`src/rtl/bfs_pkg.sv`:
```
package bfs_pkg;
    localparam int BYTE_W = 8;
    localparam int POS_W  = $clog2(BYTE_W);

    typedef enum logic [1:0] {
        TX_IDLE,
        TX_FETCH,
        TX_SHIFT,
        TX_DONE
    } tx_state_e;

    typedef enum logic {
        RX_IDLE,
        RX_FILL
    } rx_state_e;
endpackage

```
`src/rtl/bfs_ctrl.sv`:
```
module bfs_ctrl
    import bfs_pkg::*;
(
    input  logic              clk,
    input  logic              rst_n,
    input  logic              we,
    input  logic [BYTE_W-1:0] wdata,
    input  logic              xcv_active,
    input  logic              tx_idle,
    input  logic              accept,
    output logic              start,
    output logic [POS_W-1:0]  align,
    output logic [POS_W-1:0]  last_bits,
    output logic [BYTE_W-1:0] rdata
);
    logic unused_rsvd;
    assign unused_rsvd = wdata[3];

    // a start is honoured only with transceive active and the transmitter free
    logic start_ok;
    assign start_ok = wdata[7] && xcv_active && tx_idle && !start;

    always_ff @(posedge clk) begin
        if (!rst_n) begin
            start     <= 1'b0;
            align     <= '0;
            last_bits <= '0;
        end else begin
            if (accept)
                start <= 1'b0;
            if (we) begin
                align     <= wdata[6:4];
                last_bits <= wdata[2:0];
                if (start_ok)
                    start <= 1'b1;
            end
        end
    end

    assign rdata = {start, align, 1'b0, last_bits};
endmodule

```
`src/rtl/bfs_tx.sv`:
```
module bfs_tx
    import bfs_pkg::*;
#(
    parameter int LEN_W = 8
) (
    input  logic              clk,
    input  logic              rst_n,
    input  logic              start,
    input  logic [POS_W-1:0]  last_bits,
    input  logic [LEN_W-1:0]  frame_len,
    input  logic              fifo_valid,
    input  logic [BYTE_W-1:0] fifo_data,
    output logic              accept,
    output logic              idle,
    output logic              fifo_pop,
    output logic              ser_bit,
    output logic              ser_valid,
    output logic              done
);
    tx_state_e         state, state_nx;
    logic [BYTE_W-1:0] shreg;
    logic [POS_W-1:0]  bit_cnt;
    logic [POS_W-1:0]  nbits_m1;
    logic [POS_W-1:0]  lb_q;
    logic [LEN_W-1:0]  idx;
    logic [LEN_W-1:0]  len_q;
    logic              is_last;
    logic              byte_end;

    assign is_last  = (idx == len_q - 1'b1);
    assign byte_end = (bit_cnt == nbits_m1);

    always_ff @(posedge clk) begin
        if (!rst_n) state <= TX_IDLE;
        else        state <= state_nx;
    end

    always_comb begin
        state_nx = state;
        unique case (state)
            TX_IDLE:  if (start) state_nx = (frame_len == '0) ? TX_DONE : TX_FETCH;
            TX_FETCH: if (fifo_valid) state_nx = TX_SHIFT;
            TX_SHIFT: if (byte_end) state_nx = is_last ? TX_DONE : TX_FETCH;
            TX_DONE:  state_nx = TX_IDLE;
        endcase
    end

    always_comb begin
        accept    = 1'b0;
        fifo_pop  = 1'b0;
        ser_valid = 1'b0;
        done      = 1'b0;
        unique case (state)
            TX_IDLE:  accept    = start;
            TX_FETCH: fifo_pop  = fifo_valid;
            TX_SHIFT: ser_valid = 1'b1;
            TX_DONE:  done      = 1'b1;
        endcase
    end
    assign idle    = (state == TX_IDLE);
    assign ser_bit = shreg[0];

    always_ff @(posedge clk) begin
        if (!rst_n) begin
            shreg    <= '0;
            bit_cnt  <= '0;
            nbits_m1 <= '0;
            lb_q     <= '0;
            idx      <= '0;
            len_q    <= '0;
        end else begin
            if (accept) begin
                len_q <= frame_len;
                lb_q  <= last_bits;
                idx   <= '0;
            end
            if (fifo_pop) begin
                shreg    <= fifo_data;
                bit_cnt  <= '0;
                nbits_m1 <= (is_last && lb_q != '0) ? lb_q - 1'b1 : POS_W'(BYTE_W - 1);
            end
            if (ser_valid) begin
                shreg   <= shreg >> 1;
                bit_cnt <= bit_cnt + 1'b1;
                if (byte_end && !is_last)
                    idx <= idx + 1'b1;
            end
        end
    end
endmodule

```
`src/rtl/bfs_rx.sv`:
```
module bfs_rx
    import bfs_pkg::*;
(
    input  logic              clk,
    input  logic              rst_n,
    input  logic [POS_W-1:0]  align,
    input  logic              ser_bit,
    input  logic              ser_valid,
    input  logic              frame_end,
    output logic              push,
    output logic [BYTE_W-1:0] push_data,
    output logic [POS_W-1:0]  push_bits
);
    rx_state_e         state, state_nx;
    logic [BYTE_W-1:0] acc;
    logic [POS_W-1:0]  pos;
    logic [POS_W-1:0]  put_pos;
    logic [BYTE_W-1:0] merged;
    logic              word_full;

    always_ff @(posedge clk) begin
        if (!rst_n) state <= RX_IDLE;
        else        state <= state_nx;
    end

    always_comb begin
        state_nx = state;
        unique case (state)
            RX_IDLE: if (ser_valid) state_nx = RX_FILL;
            RX_FILL: if (frame_end) state_nx = RX_IDLE;
        endcase
    end

    // the first bit of a frame lands at the offset, later ones follow on
    always_comb begin
        put_pos   = (state == RX_IDLE) ? align : pos;
        merged    = ((state == RX_IDLE) ? '0 : acc) | (BYTE_W'(ser_bit) << put_pos);
        word_full = (put_pos == POS_W'(BYTE_W - 1));
    end

    always_ff @(posedge clk) begin
        if (!rst_n) begin
            acc       <= '0;
            pos       <= '0;
            push      <= 1'b0;
            push_data <= '0;
            push_bits <= '0;
        end else begin
            push <= 1'b0;
            if (ser_valid) begin
                if (word_full) begin
                    push      <= 1'b1;
                    push_data <= merged;
                    push_bits <= '0;
                    acc       <= '0;
                    pos       <= '0;
                end else begin
                    acc <= merged;
                    pos <= put_pos + 1'b1;
                end
            end else if (state == RX_FILL && frame_end) begin
                if (pos != '0) begin
                    push      <= 1'b1;
                    push_data <= acc;
                    push_bits <= pos;
                end
                acc <= '0;
                pos <= '0;
            end
        end
    end
endmodule

```
`src/rtl/bitframe_serdes.sv`:
```
module bitframe_serdes
    import bfs_pkg::*;
#(
    parameter int LEN_W = 8
) (
    input  logic              clk,
    input  logic              rst_n,
    input  logic              cfg_we,
    input  logic [7:0]        cfg_wdata,
    output logic [7:0]        cfg_rdata,
    input  logic              xcv_active,
    input  logic [LEN_W-1:0]  tx_len,
    input  logic              txf_valid,
    input  logic [7:0]        txf_data,
    output logic              txf_pop,
    output logic              tx_bit,
    output logic              tx_bit_valid,
    output logic              tx_done,
    input  logic              rx_bit,
    input  logic              rx_bit_valid,
    input  logic              rx_end,
    output logic              rxf_push,
    output logic [7:0]        rxf_data,
    output logic [2:0]        rxf_bits
);
    logic             start, accept, tx_idle;
    logic [POS_W-1:0] align, last_bits;

    bfs_ctrl u_ctrl (
        .clk        (clk),
        .rst_n      (rst_n),
        .we         (cfg_we),
        .wdata      (cfg_wdata),
        .xcv_active (xcv_active),
        .tx_idle    (tx_idle),
        .accept     (accept),
        .start      (start),
        .align      (align),
        .last_bits  (last_bits),
        .rdata      (cfg_rdata)
    );

    bfs_tx #(.LEN_W(LEN_W)) u_tx (
        .clk        (clk),
        .rst_n      (rst_n),
        .start      (start),
        .last_bits  (last_bits),
        .frame_len  (tx_len),
        .fifo_valid (txf_valid),
        .fifo_data  (txf_data),
        .accept     (accept),
        .idle       (tx_idle),
        .fifo_pop   (txf_pop),
        .ser_bit    (tx_bit),
        .ser_valid  (tx_bit_valid),
        .done       (tx_done)
    );

    bfs_rx u_rx (
        .clk        (clk),
        .rst_n      (rst_n),
        .align      (align),
        .ser_bit    (rx_bit),
        .ser_valid  (rx_bit_valid),
        .frame_end  (rx_end),
        .push       (rxf_push),
        .push_data  (rxf_data),
        .push_bits  (rxf_bits)
    );
endmodule

```
`config.mk`:
```
export PLATFORM = sky130hd
export DESIGN_NAME = bitframe_serdes
export DESIGN_NICKNAME = d
export VERILOG_FILES = /design/src/rtl/bfs_pkg.sv /design/src/rtl/bfs_ctrl.sv /design/src/rtl/bfs_tx.sv /design/src/rtl/bfs_rx.sv /design/src/rtl/bitframe_serdes.sv
export SDC_FILE = /design/constraint.sdc
export NUM_CORES = 1
export LEC_CHECK = 0
export BUFFER_PORTS_ARGS = -buffer_cell sky130_fd_sc_hd__buf_2
export CAP_MARGIN = 15
export CELL_PAD_IN_SITES_DETAIL_PLACEMENT = 1
export CELL_PAD_IN_SITES_GLOBAL_PLACEMENT = 1
export CORE_ASPECT_RATIO = 0.5
export CORE_MARGIN = 8
export CORE_UTILIZATION = 41
export CTS_CLUSTER_DIAMETER = 80
export DETAILED_ROUTE_END_ITERATION = 8
export PLACE_DENSITY_LB_ADDON = 0.1
export SLEW_MARGIN = 25
export SYNTH_ARGS = -nofsm -noshare
export SYNTH_HDL_FRONTEND = slang
export SYNTH_SLANG_ARGS = --single-unit
```
`constraint.sdc`:
```
create_clock -name clk -period 2.7 [get_ports clk]
set_input_delay 0.54 -clock clk [delete_from_list [all_inputs] [get_ports clk]]
set_output_delay 0.54 -clock clk [all_outputs]
set_load 0.02 [all_outputs]
```
# After elaboration in Yosys (flattened, before gate mapping)
# Index checks and enable logic that the tools add are counted.
totals:
  register_bits: 66
  in_bits: 32
  output_inout_bits: 24
  elab_cells: 98
op_classes:
  add_sub_neg: 5
  eq_ne: 10
  n_shift: 1
  n_mux: 44
  bitwise_logic: 3
  reduce_logical: 18
op_table:
  columns: ["cell", "count"]
  rows:
  - ["$mux 8", 11]
  - ["$mux 3", 11]
  - ["$mux 7", 2]
  - ["$mux 1", 13]
  - ["$mux 2", 5]
  - ["$add 8x1->8 const B", 1]
  - ["$eq 8x8->1", 1]
  - ["$logic_not 8->1", 1]
  - ["$or 8x8->8", 1]
  - ["$pmux 2 s4", 1]
  - ["$shl 1x3->8", 1]
  - ["$sub 8x1->8 const B", 1]
  - ["$add 3x1->3 const B", 2]
  - ["$logic_and 1x1->1", 6]
  - ["$reduce_and 3->1", 2]
  - ["$reduce_bool 2->1", 3]
  - ["$reduce_bool 3->1", 2]
  - ["$eq 2x2->1 const B", 2]
  - ["$ne 2x1->1 const B", 2]
  - ["$ne 2x2->1 const B", 2]
  - ["$eq 3x3->1", 1]
  - ["$eq 3x3->1 const B", 1]
  - ["$sub 3x1->3 const B", 1]
  - ["$eq 2x1->1 const B", 1]
  - ["other kinds (5)", 7]

# Depth between registers and ports, before layout
# Gate-level depths: netlist of the first run.
logic_depth:
  depth_word: 6
  ltp_mapped: 10
  ltp_nobuf: 8

# Hierarchy
# Synthesis of the first run repeated with hierarchy kept, for this count alone.
hier_totals:
  hier_cells: 387
  hier_area_um2: 3462.1
modules_own_cells:
  columns: ["module", "n_inst", "cells_per_inst", "area_per_inst_um2", "seq_area_each_um2"]
  rows:
  - ["bfs_tx", 1, 230, 1858.0, 700.7]
  - ["bfs_rx", 1, 124, 1266.2, 480.5]
  - ["bfs_ctrl", 1, 33, 337.8, 140.1]

# Worst setup path after synthesis of the first run
# OpenSTA, ideal clock, no wires.
synth_timing:
  kind: "reg-to-reg"
  start: "register u_rx.state"
  end: "register u_rx.push_data[0]"
  setup_ns: 0.115
  arrival_time_ns: 1.953
  t_required_ns: 2.585
  path_slack_ns: 0.632
  stages_incl_launch_ff: 11
  path_buffers: 2
  period_less_slack_ns: 2.068
  path_cell_list: "dfxtp_1 clkbuf_1 mux2i_1 inv_1 ha_1 ha_1 a21oi_1 clkbuf_1 a211oi_1 a21oi_1 nor2b_1"
synth_between:
  elab_chain_cells: 5
  word_cells_on_any_way: 11
  classes_between: "eq/ne: 2; shift: 1; mux: 4; bitwise: 1; reduce/logical: 3"
synth_rtl:
  columns: ["item", "line", "rtl"]
  rows:
  - ["start: declaration", "bfs_rx.sv:14", "rx_state_e state, state_nx;"]
  - ["start signal: assignment", "bfs_rx.sv:23", "else state <= state_nx;"]
  - ["branches (longest 5 deep; another with $mux 3)", null, null]
  - ["end signal: assignment", "bfs_rx.sv:53", "push_data <= merged;"]
  - ["end: declaration", "bfs_rx.sv:11", "output logic [BYTE_W-1:0] push_data,"]
# Parallel ways; which one is timed is not known. The select of a mux whose other input is x is not followed.
# A chain may end at the register's enable or synchronous reset.

# Final worst setup path of the first run
layout_timing:
  start: "register u_tx.len_q[0]"
  end: "register u_tx.idx[0]"
layout_between:
  elab_chain_cells: 6
layout_rtl:
  columns: ["item", "line", "rtl"]
  rows:
  - ["start: declaration", "bfs_tx.sv:26", "logic [LEN_W-1:0] len_q;"]
  - ["start signal: assignment", "bfs_tx.sv:73", "len_q <= frame_len;"]
  - ["$sub 8x1->8", "bfs_tx.sv:30", "assign is_last = (idx == len_q - 1'b1);"]
  - ["$eq 8x8->1", "bfs_tx.sv:30", null]
  - ["$logic_not 1->1", "bfs_tx.sv:85", "if (byte_end && !is_last)"]
  - ["$logic_and 1x1->1", "bfs_tx.sv:85", null]
  - ["$mux 8", "bfs_tx.sv:85", null]
  - ["$mux 8", "bfs_tx.sv:82", "if (ser_valid) begin"]
  - ["end signal: assignment", "bfs_tx.sv:86", "idx <= idx + 1'b1;"]
  - ["end: declaration", "bfs_tx.sv:25", "logic [LEN_W-1:0] idx;"]
# Every way passes these cells.

==> results.cfg, run 1 <==
[synth]
synth-seq-cells = 66
synth_edf_count = 0
synth_top_area_cell = dfxtp_1
synth.distinct_cells = 44
netlist_top_cells_area = dfxtp_1, nand2_1, a21boi_0
synth_seq_area_share_pct = 41.3
ys_warn_count = 0
yosys_most_used_dff = dfxtp_1
synthArstFlopShare_pct = 0
synth_top_area_share_pct = 41.3
syn-num-nets = 419
syn_inst = 380
syn-cell-area_sq_um = 3200
syn_avg_cell_area_sq_um = 8.43

[finish]
seqCellArea_sq_um = 1320
finalNetCount = 464
utilization_pct = 51.4
final_common_cell = dfxtp_1
insertedDiodeCount = 0
area_delta_synth_final_pct = 19.8
multi_input_area_sq_um = 1750
layout_common_cells = dfxtp_1, nand2_1, buf_2
n_fill_cell = 910
drive_above_1_share_pct = 19.1

[critical_path]
worstSetupEndpointType = register
cp.arrival_ps = 2540
crit_path_cell_trace = inv_1, ha_1, xnor2_1, a211o_1, nor4_2, o211ai_2, a21oi_4, mux2_2
slowest_stage = dfxtp_1
path_class = reg -> reg
worst_setup_path_start_kind = register
crit_path_max_incr_delay_ps = 450
cp.required_ps = 2970
cp_max_fo = 7

[global_routing]
overflow = 0
first_global_vias = 3136
grtUsageTotal_pct = 16.1
grt_max_degree = 32
grt_pass1_wl_um = 14600
antenna_found_initial = 0

[pwr]
p_leak_nw = 1.58
pwr-share-clk_pct = 49.1
netSwitchingPower_uw = 541
p_comb_share_pct = 7.7
ir_drop_mv = 0.330
seq_power_share_pct = 43.2
sw_frac_of_total_pct = 23.1
power.density_nw_per_um2 = 612
internal_power_mw = 1.80

[sta]
slew_headroom_pct = 52.5
min_period_ps = 2270
fin_skew_ps = 8.13
rsz0062_at_grt = false
fin_crit_sh_pct = 84.0
drv_slew = 0
setup_viol = 0
finalHoldViolCount = 0
tns_ps = 0
worst_pin_slew_ps = 710
fmax_mhz = 441

[die]
die_x_um = 141
die-area_sq_um = 11100
die_h_um = 78.5
rows = 22
start_util_pct = 42.9
io_pins = 56
fp.coreArea_sq_um = 7460

[hold_path]
hold_class = in -> reg

[clocking]
holdBufCountCts = 0
cts_made_buffers = 9
clock_path_buffers = 2
h-tree-depth = 3
cts_root_buf = clkbuf_16
clk_pin_slew_ps = 60
insertion_delay_ps = 330
postCtsSetupBuffers = 0
cts_resized = 0
cts_tree = yes
clock-sinks = 66

[route]
drc = 0
ant_nets = 0
first_pass_iters = 4
drtIter0Drc = 95
wl_per_cell_um = 16.0
vias = 2833
via_per_inst = 5.27
routed_wl_um = 8610

[placement]
place.gp.congestion = 0.812
io_buffer_count = 53
post-dp-hpwl_um = 6440

[outcome]
status = finished, final reports clean

[job]
maxCapViolCount = 0
## worst max-delay path, delay by kind of cell (launching register included)
| family | cells | cell delay, ps |
|---|---|---|
| xor gates and xnor gates | 1 | 130 |
| DFF | 1 | 450 |
| AOI/OAI and AO/OA | 3 | 830 |
| muxes | 1 | 190 |
| and+or+nand+nor | 1 | 230 |
| adders and majority gates | 1 | 300 |
| buffers and inverters | 1 | 80 |
## cell families (layout without fill, tap and decap cells)
group	Yosys count	count (layout)	synth area share, %
compound gates	100	100	21.8
xor+xnor	16	16	4.38
fa+ha+maj	7	7	2.74
buf+inv	34	84	4.22
flops	66	66	41.3
mux	12	12	3.79
other cells	1	1	0.117
simple gates	144	144	21.7
## worst paths after layout
kind	start	cells after the start	to	slack (ps)
worst max-delay path	u_tx.len_q[0]	8	u_tx.idx[0]	430
worst min-delay path	txf_data[7]	3	u_tx.shreg[7]	460
worst max register to register	u_tx.len_q[0]	8	u_tx.idx[0]	430
worst min register to register	u_tx.shreg[4]	2	u_tx.shreg[4]	470
## state kept, by name, summed over array words and instances, names as in the netlist
signal            count
u_rx.acc              8
u_rx.push_data        8
u_tx.idx              8
u_tx.len_q            8
u_tx.shreg            8
u_ctrl.align          3
u_ctrl.last_bits      3
u_rx.pos              3
u_rx.push_bits        3
u_tx.bit_cnt          3
u_tx.lb_q             3
u_tx.nbits_m1         3
u_tx.state            2
u_ctrl.start          1
u_rx.push             1
u_rx.state            1
## per-stage QoR
step / instances / setup slack, ps / instance area (sq um) / hold WS, ps / total power [mW]
floorplan: 380 / 632 / 3200 / 437 / 1.15
global placement: 522 / 505 / 3540 / 449 / 1.20
detailed placement: 522 / 457 / 3540 / 464 / 1.22
CTS: 538 / 443 / 3830 / 457 / 2.38
global route: 538 / 241 / 3830 / 478 / 2.44
finish: 538 / 433 / 3830 / 463 / 2.35
## power groups by stage
stage / logic (mW) / clock network (mW) / registers, mW
after floorplan: 0.115 / 0 / 1.04
after global routing: 0.200 / 1.22 / 1.02
after detailed placement: 0.181 / 0 / 1.03
after CTS: 0.183 / 1.18 / 1.01
after global placement: 0.171 / 0 / 1.03
final: 0.181 / 1.15 / 1.01
## Yosys cell counts (2+ instances only)
library cell / count
buf_4: 2
inv_1: 11
or3_1: 3
dfxtp_1: 66
nor2b_1: 20
a21oi_1: 17
nand3_1: 6
a31oi_1: 4
a21boi_0: 20
a211oi_1: 11
nand2b_1: 5
nor3_1: 8
nor2_1: 28
o21ai_0: 16
ha_1: 7
nor3b_1: 2
o211a_1: 2
xor2_1: 7
mux2i_1: 11
and2_1: 4
a21o_2: 2
nand2_1: 55
or2_2: 2
xnor2_1: 9
a22oi_1: 17
nor4_1: 2
clkbuf_1: 21
a22o_1: 3
nand3b_1: 4
## cell type report
cell class | instances | share of cell area, %
Clock inverter | 5 | 1.40
Clock buffer | 11 | 6.33
Inverter | 11 | 1.08
Sequential cell | 66 | 34.5
Multi-Input combinational cell | 280 | 45.5
Timing Repair Buffer | 57 | 7.70
Tap cell | 108 | 3.52
## metal layers
layer	global-route usage (%)	part of all wire, %	vias to the layer above
met3	4.71	2.8	13
met5	0	0	-
li1	-	-	1414
met2	31.0	53	22
met1	16.8	43	1384
met4	5.32	1.4	0
No activity file was read; power rests on OpenSTA's default activity.
==> run 2: changes to the inputs <==
- CORE_UTILIZATION: 41 -> 37
- clock period: 2.7 -> 1.97 ns (I/O delays scaled with it)
==> run 2 against run 1 <==
Non-clock buffer count up 27. Final area is 7.1% higher. First-iteration DRC count fell by 7.4%. Highest routed layer unchanged. Flip-flop and latch count unchanged. Sequential power up 38%. Clock skew fell by 4.7 ps. The run now ends with setup timing left. Critical path type unchanged. Global-route usage decreased by 1.4 points. Via count grew 1.8%. Register-to-register slack worse by 540 ps.
==> results.cfg, run 2 (synthesis gave the netlist of run 1 again) <==
[outcome]
status = finished with violations
violations = setup timing

[sta]
fin_skew_ps = 3.42
drv_slew = 0
rsz0062_at_grt = true
fmax_mhz = 482
fin_crit_sh_pct = 105
finalHoldViolCount = 0
min_period_ps = 2080
worst_slack_ps = -106
setup_viol = 9

[global_routing]
grt_use_met3_pct = 4.84
use_met2_pct = 26.7
first_global_vias = 3038
grtUsageTotal_pct = 14.7
grtUsageMet1_pct = 16.3
grt.busiest_layer = met2
overflow = 0
grt_max_degree = 28
grt_pass1_wl_um = 14300
antenna_found_initial = 0

[pwr]
sw_frac_of_total_pct = 23.6
seq_power_share_pct = 44.2
power_mw = 3.14
internal_power_mw = 2.40
p_leak_nw = 1.71
ir_drop_mv = 0.447
power.density_nw_per_um2 = 764
netSwitchingPower_uw = 739
pwr-share-clk_pct = 46.5
p_comb_share_pct = 9.3

[die]
rows = 24
die_h_um = 81.8
start_util_pct = 37.4
fp.coreArea_sq_um = 8560
die-area_sq_um = 12100
io_pins = 56
die_x_um = 148

[clocking]
cts_made_buffers = 9
holdBufCountCts = 0
h-tree-depth = 3
clock-sinks = 66
cts_root_buf = clkbuf_16
cts_tree = yes
insertion_delay_ps = 330
clock_path_buffers = 2
clk_pin_slew_ps = 50

[critical_path]
path_class = reg -> reg
worst_setup_path_start_kind = register
crit_path_max_incr_delay_ps = 540
crit_path_cell_trace = or4_4, a211o_1, nor4_4, buf_4, o211ai_4, a21oi_4, mux2_2
cp.arrival_ps = 2350
cp_max_fo = 7
worstSetupEndpointType = register
cp.required_ps = 2240
slowest_stage = or4_4

[route]
routed_wl_um = 8770
ant_nets = 0
drtIter0Drc = 88
wl_per_cell_um = 15.3
via_per_inst = 5.03
vias = 2885
drc = 0
first_pass_iters = 4

[placement]
place.gp.congestion = 0.828
post-dp-hpwl_um = 6400
io_buffer_count = 53
dp_cells = 555

[finish]
drive_above_1_share_pct = 27.0
final_common_cell = dfxtp_1
stdcell_count = 573
finalNetCount = 491
insertedDiodeCount = 0
area_delta_synth_final_pct = 28.3
layout_common_cells = dfxtp_1, nand2_1, buf_2

[job]
maxCapViolCount = 0

[hold_path]
hold_class = in -> reg
run 2: critical path: cells and delay by family, from the launching register on:
family | cells | cell delay, ps
compound gates | 3 | 640
buf+inv | 1 | 160
flops | 1 | 330
mux | 1 | 190
simple gates | 2 | 700
run 2: path summary, 6_finish.rpt:
check / startpoint / end / slack (ps) / depth (start not counted)
min: tx_len[7] / u_tx.len_q[7] / 330 / 3
min reg2reg: u_tx.shreg[5] / u_tx.shreg[5] / 460 / 2
max: u_tx.len_q[0] / u_tx.idx[0] / -110 / 7
max reg2reg: u_tx.len_q[0] / u_tx.idx[0] / -110 / 7
run 2: power groups by stage:
stage | Clock, mW | Sequential, mW | Combinational (mW)
2_1_floorplan | 0 | 1.42 | 0.158
3_3_place_gp | 0 | 1.41 | 0.269
3_5_place_dp | 0 | 1.41 | 0.279
4_1_cts | 1.51 | 1.39 | 0.286
5_1_grt | 1.58 | 1.39 | 0.325
6_report | 1.46 | 1.39 | 0.291
run 2: repair_timing:
item / CTS / global route
setup buffers: 0 / 1
pin swaps: 5 / 4
cloned: 0 / 2
setup endpoints to repair: 14 / 30
gates resized for setup: 7 / 17
run 2: area by class of cell:
| cell class | instances | area [sq um] |
|---|---|---|
| fillers | 1027 | 4450 |
| well taps | 117 | 146 |
| inverters | 11 | 41.3 |
| flip-flops and latches | 66 | 1330 |
| clock inverters | 3 | 15.0 |
| multi-input cells | 280 | 1810 |
| clock buffers | 12 | 256 |
| repair buffers | 84 | 505 |
run 2: metal layers:
metal | vias up | wire, um
met4 | 0 | 131
met2 | 37 | 4490
li1 | 1462 | -
met3 | 17 | 248
met1 | 1369 | 3900
met5 | - | 0
run 2: per-stage QoR:
| stage | hold slack (ps) | setup TNS [ps] | util [%] | setup slack, ps | area, sq um |
|---|---|---|---|---|---|
| 2_1_floorplan | 437 | -84.4 | - | -57.4 | 3210 |
| 3_3_place_gp | 452 | -1010 | 43.6 | -124 | 3730 |
| 3_5_place_dp | 458 | -1190 | 43.6 | -137 | 3730 |
| 4_1_cts | 317 | -830 | 47.1 | -128 | 4040 |
| 5_1_grt | 323 | -2600 | 48.0 | -259 | 4110 |
| 6_report | 329 | -723 | 48.0 | -106 | 4110 |
